$ cat config.mk
export PLATFORM = sky130hd
export DESIGN_NAME = subfield_packer
export DESIGN_NICKNAME = d
export VERILOG_FILES = /design/src/rtl/subfield_pkg.sv /design/src/rtl/pixel_phase.sv /design/src/rtl/lane_packer.sv /design/src/rtl/flag_sequencer.sv /design/src/rtl/subfield_packer.sv
export SDC_FILE = /design/constraint.sdc
export NUM_CORES = 1
export LEC_CHECK = 0
export ABC_AREA = 1
export BUFFER_PORTS_ARGS = -buffer_cell sky130_fd_sc_hd__buf_4
export CAP_MARGIN = 25
export CORE_UTILIZATION = 53
export DETAILED_ROUTE_END_ITERATION = 16
export GPL_TIMING_DRIVEN = 0
export PLACE_DENSITY = 0.8
export SLEW_MARGIN = 40
export SYNTH_ARGS = -nofsm -noshare
export SYNTH_HDL_FRONTEND = slang
export SYNTH_SLANG_ARGS = --single-unit
$ cat constraint.sdc
create_clock -name clk -period 1.4 [get_ports clk]
set_clock_uncertainty 0.05 [all_clocks]
set_input_delay 0.21 -clock clk [delete_from_list [all_inputs] [get_ports clk]]
set_output_delay 0.21 -clock clk [all_outputs]
set_load 0.05 [all_outputs]
$ cat src/rtl/subfield_pkg.sv
package subfield_pkg;
    localparam int NUM_COLORS = 3;

    typedef enum logic [1:0] {
        TAG_RED   = 2'd0,
        TAG_GREEN = 2'd1,
        TAG_BLUE  = 2'd2
    } color_tag_e;

    typedef enum logic [2:0] {
        ST_IDLE,
        ST_RED,
        ST_GREEN,
        ST_BLUE,
        ST_GAP
    } seq_state_e;
endpackage

$ cat src/rtl/pixel_phase.sv
module pixel_phase #(
    parameter int LANES = 4
) (
    input  logic clk,
    input  logic rst,
    input  logic frame_start,
    input  logic pix_valid,
    output logic group_done
);
    localparam int PH_W = (LANES > 1) ? $clog2(LANES) : 1;
    localparam logic [PH_W-1:0] LAST = PH_W'(LANES - 1);

    logic [PH_W-1:0] phase;
    logic [PH_W-1:0] base;

    always_comb begin
        base       = frame_start ? '0 : phase;
        group_done = pix_valid && (base == LAST);
    end

    always_ff @(posedge clk) begin
        if (rst) begin
            phase <= '0;
        end else if (pix_valid) begin
            phase <= (base == LAST) ? '0 : base + 1'b1;
        end else if (frame_start) begin
            phase <= '0;
        end
    end


    fs_clears_phase_chk: assert property (@(posedge clk) disable iff (rst)
        (frame_start && !pix_valid) |=> (phase == '0));


    idle_holds_phase_chk: assert property (@(posedge clk) disable iff (rst)
        (!pix_valid && !frame_start) |=> $stable(phase));


    reset_phase_chk: assert property (@(posedge clk)
        rst |=> (phase == '0));
endmodule

$ cat src/rtl/lane_packer.sv
module lane_packer #(
    parameter int SAMPLE_W = 8,
    parameter int LANES    = 4
) (
    input  logic                        clk,
    input  logic                        rst,
    input  logic                        shift_en,
    input  logic                        load_hold,
    input  logic [SAMPLE_W-1:0]         sample_in,
    output logic [SAMPLE_W*LANES-1:0]   hold_word
);
    localparam int WORD_W = SAMPLE_W * LANES;

    logic [WORD_W-1:0] shreg;
    logic [WORD_W-1:0] shifted;

    // newest sample enters at the top; after LANES shifts the first is at the bottom
    assign shifted = {sample_in, shreg[WORD_W-1:SAMPLE_W]};

    always_ff @(posedge clk) begin
        if (rst) begin
            shreg     <= '0;
            hold_word <= '0;
        end else begin
            if (shift_en) begin
                shreg <= shifted;
            end
            if (load_hold) begin
                hold_word <= shifted;
            end
        end
    end


    hold_stable_chk: assert property (@(posedge clk) disable iff (rst)
        !load_hold |=> $stable(hold_word));
endmodule

$ cat src/rtl/flag_sequencer.sv
module flag_sequencer
    import subfield_pkg::*;
(
    input  logic                  clk,
    input  logic                  rst,
    input  logic                  capture,
    output logic [NUM_COLORS-1:0] flags,
    output color_tag_e            tag,
    output logic                  emit
);
    seq_state_e state;
    seq_state_e state_nx;

    always_comb begin
        state_nx = state;
        unique case (state)
            ST_IDLE:  state_nx = capture ? ST_RED : ST_IDLE;
            ST_RED:   state_nx = ST_GREEN;
            ST_GREEN: state_nx = ST_BLUE;
            ST_BLUE:  state_nx = ST_GAP;
            ST_GAP:   state_nx = capture ? ST_RED : ST_IDLE;
            default:  state_nx = ST_IDLE;
        endcase
    end

    always_ff @(posedge clk) begin
        if (rst) begin
            state <= ST_IDLE;
        end else begin
            state <= state_nx;
        end
    end

    always_comb begin
        flags = '0;
        tag   = TAG_RED;
        emit  = 1'b0;
        unique case (state)
            ST_IDLE, ST_GAP: begin
                flags = '0;
            end
            ST_RED: begin
                flags = 3'b001;
                tag   = TAG_RED;
                emit  = 1'b1;
            end
            ST_GREEN: begin
                flags = 3'b010;
                tag   = TAG_GREEN;
                emit  = 1'b1;
            end
            ST_BLUE: begin
                flags = 3'b100;
                tag   = TAG_BLUE;
                emit  = 1'b1;
            end
            default: flags = '0;
        endcase
    end


    capture_starts_red_chk: assert property (@(posedge clk) disable iff (rst)
        capture |=> (flags == 3'b001));


    no_overlap_chk: assert property (@(posedge clk) disable iff (rst)
        capture |-> (state == ST_IDLE || state == ST_GAP));


    red_then_green_chk: assert property (@(posedge clk) disable iff (rst)
        (flags == 3'b001) |=> (flags == 3'b010));


    green_then_blue_chk: assert property (@(posedge clk) disable iff (rst)
        (flags == 3'b010) |=> (flags == 3'b100));


    blue_then_gap_chk: assert property (@(posedge clk) disable iff (rst)
        (flags == 3'b100) |=> (flags == 3'b000));


    flags_onehot_chk: assert property (@(posedge clk) disable iff (rst)
        $onehot0(flags));
endmodule

$ cat src/rtl/subfield_packer.sv
module subfield_packer
    import subfield_pkg::*;
#(
    parameter int SAMPLE_W = 8,
    parameter int LANES    = 4
) (
    input  logic                      clk,
    input  logic                      rst,
    input  logic                      frame_start,
    input  logic                      pix_valid,
    input  logic [SAMPLE_W-1:0]       pix_r,
    input  logic [SAMPLE_W-1:0]       pix_g,
    input  logic [SAMPLE_W-1:0]       pix_b,
    output logic                      word_valid,
    output logic [SAMPLE_W*LANES-1:0] word_data,
    output logic [1:0]                word_tag,
    output logic [NUM_COLORS-1:0]     color_flags
);
    localparam int WORD_W = SAMPLE_W * LANES;

    logic              group_done;
    logic [SAMPLE_W-1:0] samples [NUM_COLORS];
    logic [WORD_W-1:0]   held    [NUM_COLORS];
    color_tag_e          seq_tag;
    logic                seq_emit;

    assign samples[0] = pix_r;
    assign samples[1] = pix_g;
    assign samples[2] = pix_b;

    pixel_phase #(.LANES(LANES)) u_phase (
        .clk        (clk),
        .rst        (rst),
        .frame_start(frame_start),
        .pix_valid  (pix_valid),
        .group_done (group_done)
    );

    for (genvar c = 0; c < NUM_COLORS; c++) begin : g_lane
        lane_packer #(.SAMPLE_W(SAMPLE_W), .LANES(LANES)) u_lane (
            .clk      (clk),
            .rst      (rst),
            .shift_en (pix_valid),
            .load_hold(group_done),
            .sample_in(samples[c]),
            .hold_word(held[c])
        );
    end

    flag_sequencer u_seq (
        .clk    (clk),
        .rst    (rst),
        .capture(group_done),
        .flags  (color_flags),
        .tag    (seq_tag),
        .emit   (seq_emit)
    );

    always_comb begin
        word_data = '0;
        for (int c = 0; c < NUM_COLORS; c++) begin
            if (color_flags[c]) begin
                word_data = held[c];
            end
        end
    end

    assign word_valid = seq_emit;
    assign word_tag   = seq_tag;


    valid_matches_flags_chk: assert property (@(posedge clk) disable iff (rst)
        word_valid == (color_flags != '0));


    tag_matches_flag_chk: assert property (@(posedge clk) disable iff (rst)
        word_valid |-> color_flags[word_tag]);


    reset_quiet_chk: assert property (@(posedge clk)
        rst |=> (!word_valid && color_flags == '0));
endmodule

==> flow_summary.yaml <==
run_status:
  status: "complete, but fails checks"
  violations: "hold timing, setup timing"
cells_and_area:
  fillers: 498
  design_area_sq_mm: 0.0111
  fin_cells: 1279
  layout-drive-gt1-share_pct: 40.5
  nNetsFinal: 1123
  n_antenna_cell: 0
  synthToLayoutAreaGrowth_pct: 60.8
pwr:
  p_seq_share_pct: 44.1
  p_comb_share_pct: 7.6
  sw_frac_of_total_pct: 25.0
  power_switching_mw: 2.94
  p_leak_nw: 4.65
  p_per_area_mw_per_mm2: 1060
  pwr-share-clk_pct: 48.3
  vdd_drop_max_uv: 1060
  intPower_mw: 8.82
run:
  cap_viol_max_count: 0
sta:
  fin_crit_sh_pct: 172
  relSlewSlack_pct: 44.7
  hold_slack_ns: -0.00802
  fin_crit_ns: 2.41
  setup_violations: 132
  final_hold_viol_count: 1
  setup_ws_ns: -1.01
  rsz0062_at_grt: "yes"
  tns_ns: -39.63
  worst_pin_slew_ns: 0.829
  fmax_mhz: 416
  drv_slew: 0
route:
  drcViolationCount: 0
  drt-total-wl_mm: 38.0
  first_pass_iters: 11
  detail_route.wl_per_cell_microns: 29.7
  vias_per_cell: 7.27
  drtIter0Drc: 1981
  via_count: 9300
  ant_nets: 0
placement:
  portBuffers: 64
  place_hpwl_mm: 15.3
  place_inst: 1160
  place_congestion: 0.920
  pre_cts_slack_ns: -0.337
  place_area_sq_mm: 0.00777
clock_network:
  clkSinkCount: 173
  clockRootBuffer: "clkbuf_16"
  cts_buffer_depth: 2
  clk_latency_ns: 0.46
  clk_pin_slew_ns: 0.07
  tritoncts: "yes"
  numCtsBuffers: 17
  cts_max_level: 4
critical_path:
  path_class: "flip-flop to output port"
  critPathMaxFanout: 10
  worst_setup_path_start_kind: "flip-flop"
  critical_path.max_stage_delay_ns: 0.51
  cp-end-kind: "output port"
  crit_chain: "buf_12 > buf_8 > nand4_1 > nand3_2 > buf_6"
  slowest_stage: "nand4_1"
  worst_ep_arrival_time_ns: 2.15
  worstPathRequired_ns: 1.14
  worstRegToRegCells: 11
synthesis:
  synth-xor-area-share_pct: 0
  synth_compound_area_share_pct: 12.6
  ys_ff_latch: 173
  yosysMostFrequentCell: "nor2_1"
  synth_edf_count: 0
  async_flop_share_pct: 0
  ys_types: 18
  synth_fp_nets: 953
  ys_warn_count: 0
  synthFlopType: "dfxtp_1"
  synthesis.instances: 924
  synth_mux_area_share_pct: 0
  postSynthAreaPerCell_sq_um: 7.48
  ys_seq_area_share_pct: 50.1
  yosys.area.top_type: "dfxtp_1"
  ys_top_cells_by_count: "nor2_1 (260), dfxtp_1 (173), nand4_1 (96), nand2_1 (86), o21ai_1 (77)"
  synth_top_family_by_area: "simple AND/OR/NAND/NOR gates"
  syn_area_sq_mm: 0.00691
  synth_area_leaders: "dfxtp_1 (50%), nor2_1 (14%), nand4_1 (8.7%)"
  synthAdderAreaFrac_pct: 0.181
  post-synth-top-area-fraction_pct: 50.1
  synth-simple-area-share_pct: 29.9
grt:
  busiest_layer: "met2"
  grt_max_degree: 17
  grt_use_met2_pct: 64.6
  grt_pass1_wl_mm: 41.2
  antenna_found_initial: 1
  grt_use_total_pct: 41.1
  globalRouteMet1Util_pct: 48.2
  grt_pass1_vias: 7745
  use_met3_pct: 10.1
  gr-total-overflow: 0
floorplan:
  initial_core_util_pct: 54.6
  core_sq_mm: 0.0127
  die_h_microns: 116
  dieArea_sq_mm: 0.0135
  pin_count: 66
  std_cell_rows: 41
  die_x_microns: 116
worst_hold_path:
  hold_depth: 3
  hold_path.class: "input pin to flip-flop"
placed cells by master, fill, tap and decap left out, types with 7 or more instances in the layout:
| master | n |
|---|---|
| nand3_2 | 32 |
| o21ai_1 | 34 |
| nor2_2 | 47 |
| buf_4 | 60 |
| buf_6 | 31 |
| o21ai_2 | 52 |
| dlygate4sd3_1 | 22 |
| o21ai_4 | 9 |
| a21oi_1 | 42 |
| inv_2 | 7 |
| nand2_1 | 81 |
| o21ai_0 | 33 |
| nand4_1 | 96 |
| buf_8 | 64 |
| dfxtp_1 | 168 |
| nor2_1 | 173 |
| buf_2 | 25 |
| clkbuf_16 | 23 |
| nor2_4 | 40 |
| buf_12 | 13 |
final cells by class:
class	instances	area (sq um)	area share (%)
buffer	77	758	6.82
sequential	173	3480	31.3
multi-input combinational	650	3900	35.1
clock inverter	13	236	2.13
timing repair buffer	160	1990	17.9
tap	172	215	1.94
clock buffer	19	453	4.07
inverter	15	86.3	0.776
registers in the layout, indices dropped and copies added, names as in the netlist:
name,cells
g_lane.u_lane.hold_word,96
u_seq.state,3
g_lane.u_lane.shreg,72
u_phase.phase,2
final timing paths:
check                                startpoint                             end  slack (ns)
setup / recovery                 u_seq.state[1]                    word_data[2]       -1.01
hold / removal                         pix_r[1]  g_lane[0].u_lane.hold_word[25]      -0.008
setup reg to reg               u_phase.phase[0]   g_lane[2].u_lane.hold_word[2]       -0.37
hold reg to reg   g_lane[2].u_lane.hold_word[7]   g_lane[2].u_lane.hold_word[7]        0.45
power by group through the flow:
stage               combinational (mW)  sequential (mW)  clock [mW]
detailed placement               0.545             5.25           0
floorplan                        0.361             5.21           0
finish                           0.895             5.19        5.67
global route                     0.918             5.19        5.82
global placement                 0.534             5.25           0
CTS                              0.674             5.15        5.45
cells by family after synthesis:
logic type | after synthesis
fa+ha+maj | 1
buf+inv | 101
simple gates | 476
flops | 173
compound gates | 173
timing repair:
item	CTS	global route
hold buffers	22	0
cloned	14	4
setup endpoints to repair	135	136
resized for setup	272	255
buffers inserted	31	32
hold endpoints to repair	30	0
pin swaps	102	90
metal layers:
metal	up-vias	wire, microns
li1	3464	-
met1	4208	11900
met2	1124	15000
met3	498	6250
met4	6	4680
met5	-	169
metrics by stage:
stage                     hold slack [ns]  util, %  power [mW]
final                            -0.00802     87.8        11.8
after detailed placement            0.404     61.3        5.79
after global routing              0.00170     87.8        11.9
after floorplan                     0.295        -        5.57
after CTS                         0.00351     79.3        11.3
after global placement              0.397     61.3        5.78
critical path: cells and delay by family (launching register included):
kind | cells | cell delay (ns)
buffers and inverters | 3 | 0.45
flip-flops | 1 | 0.42
AND/OR/NAND/NOR | 2 | 0.79
No activity file was read; power rests on OpenSTA's default activity.
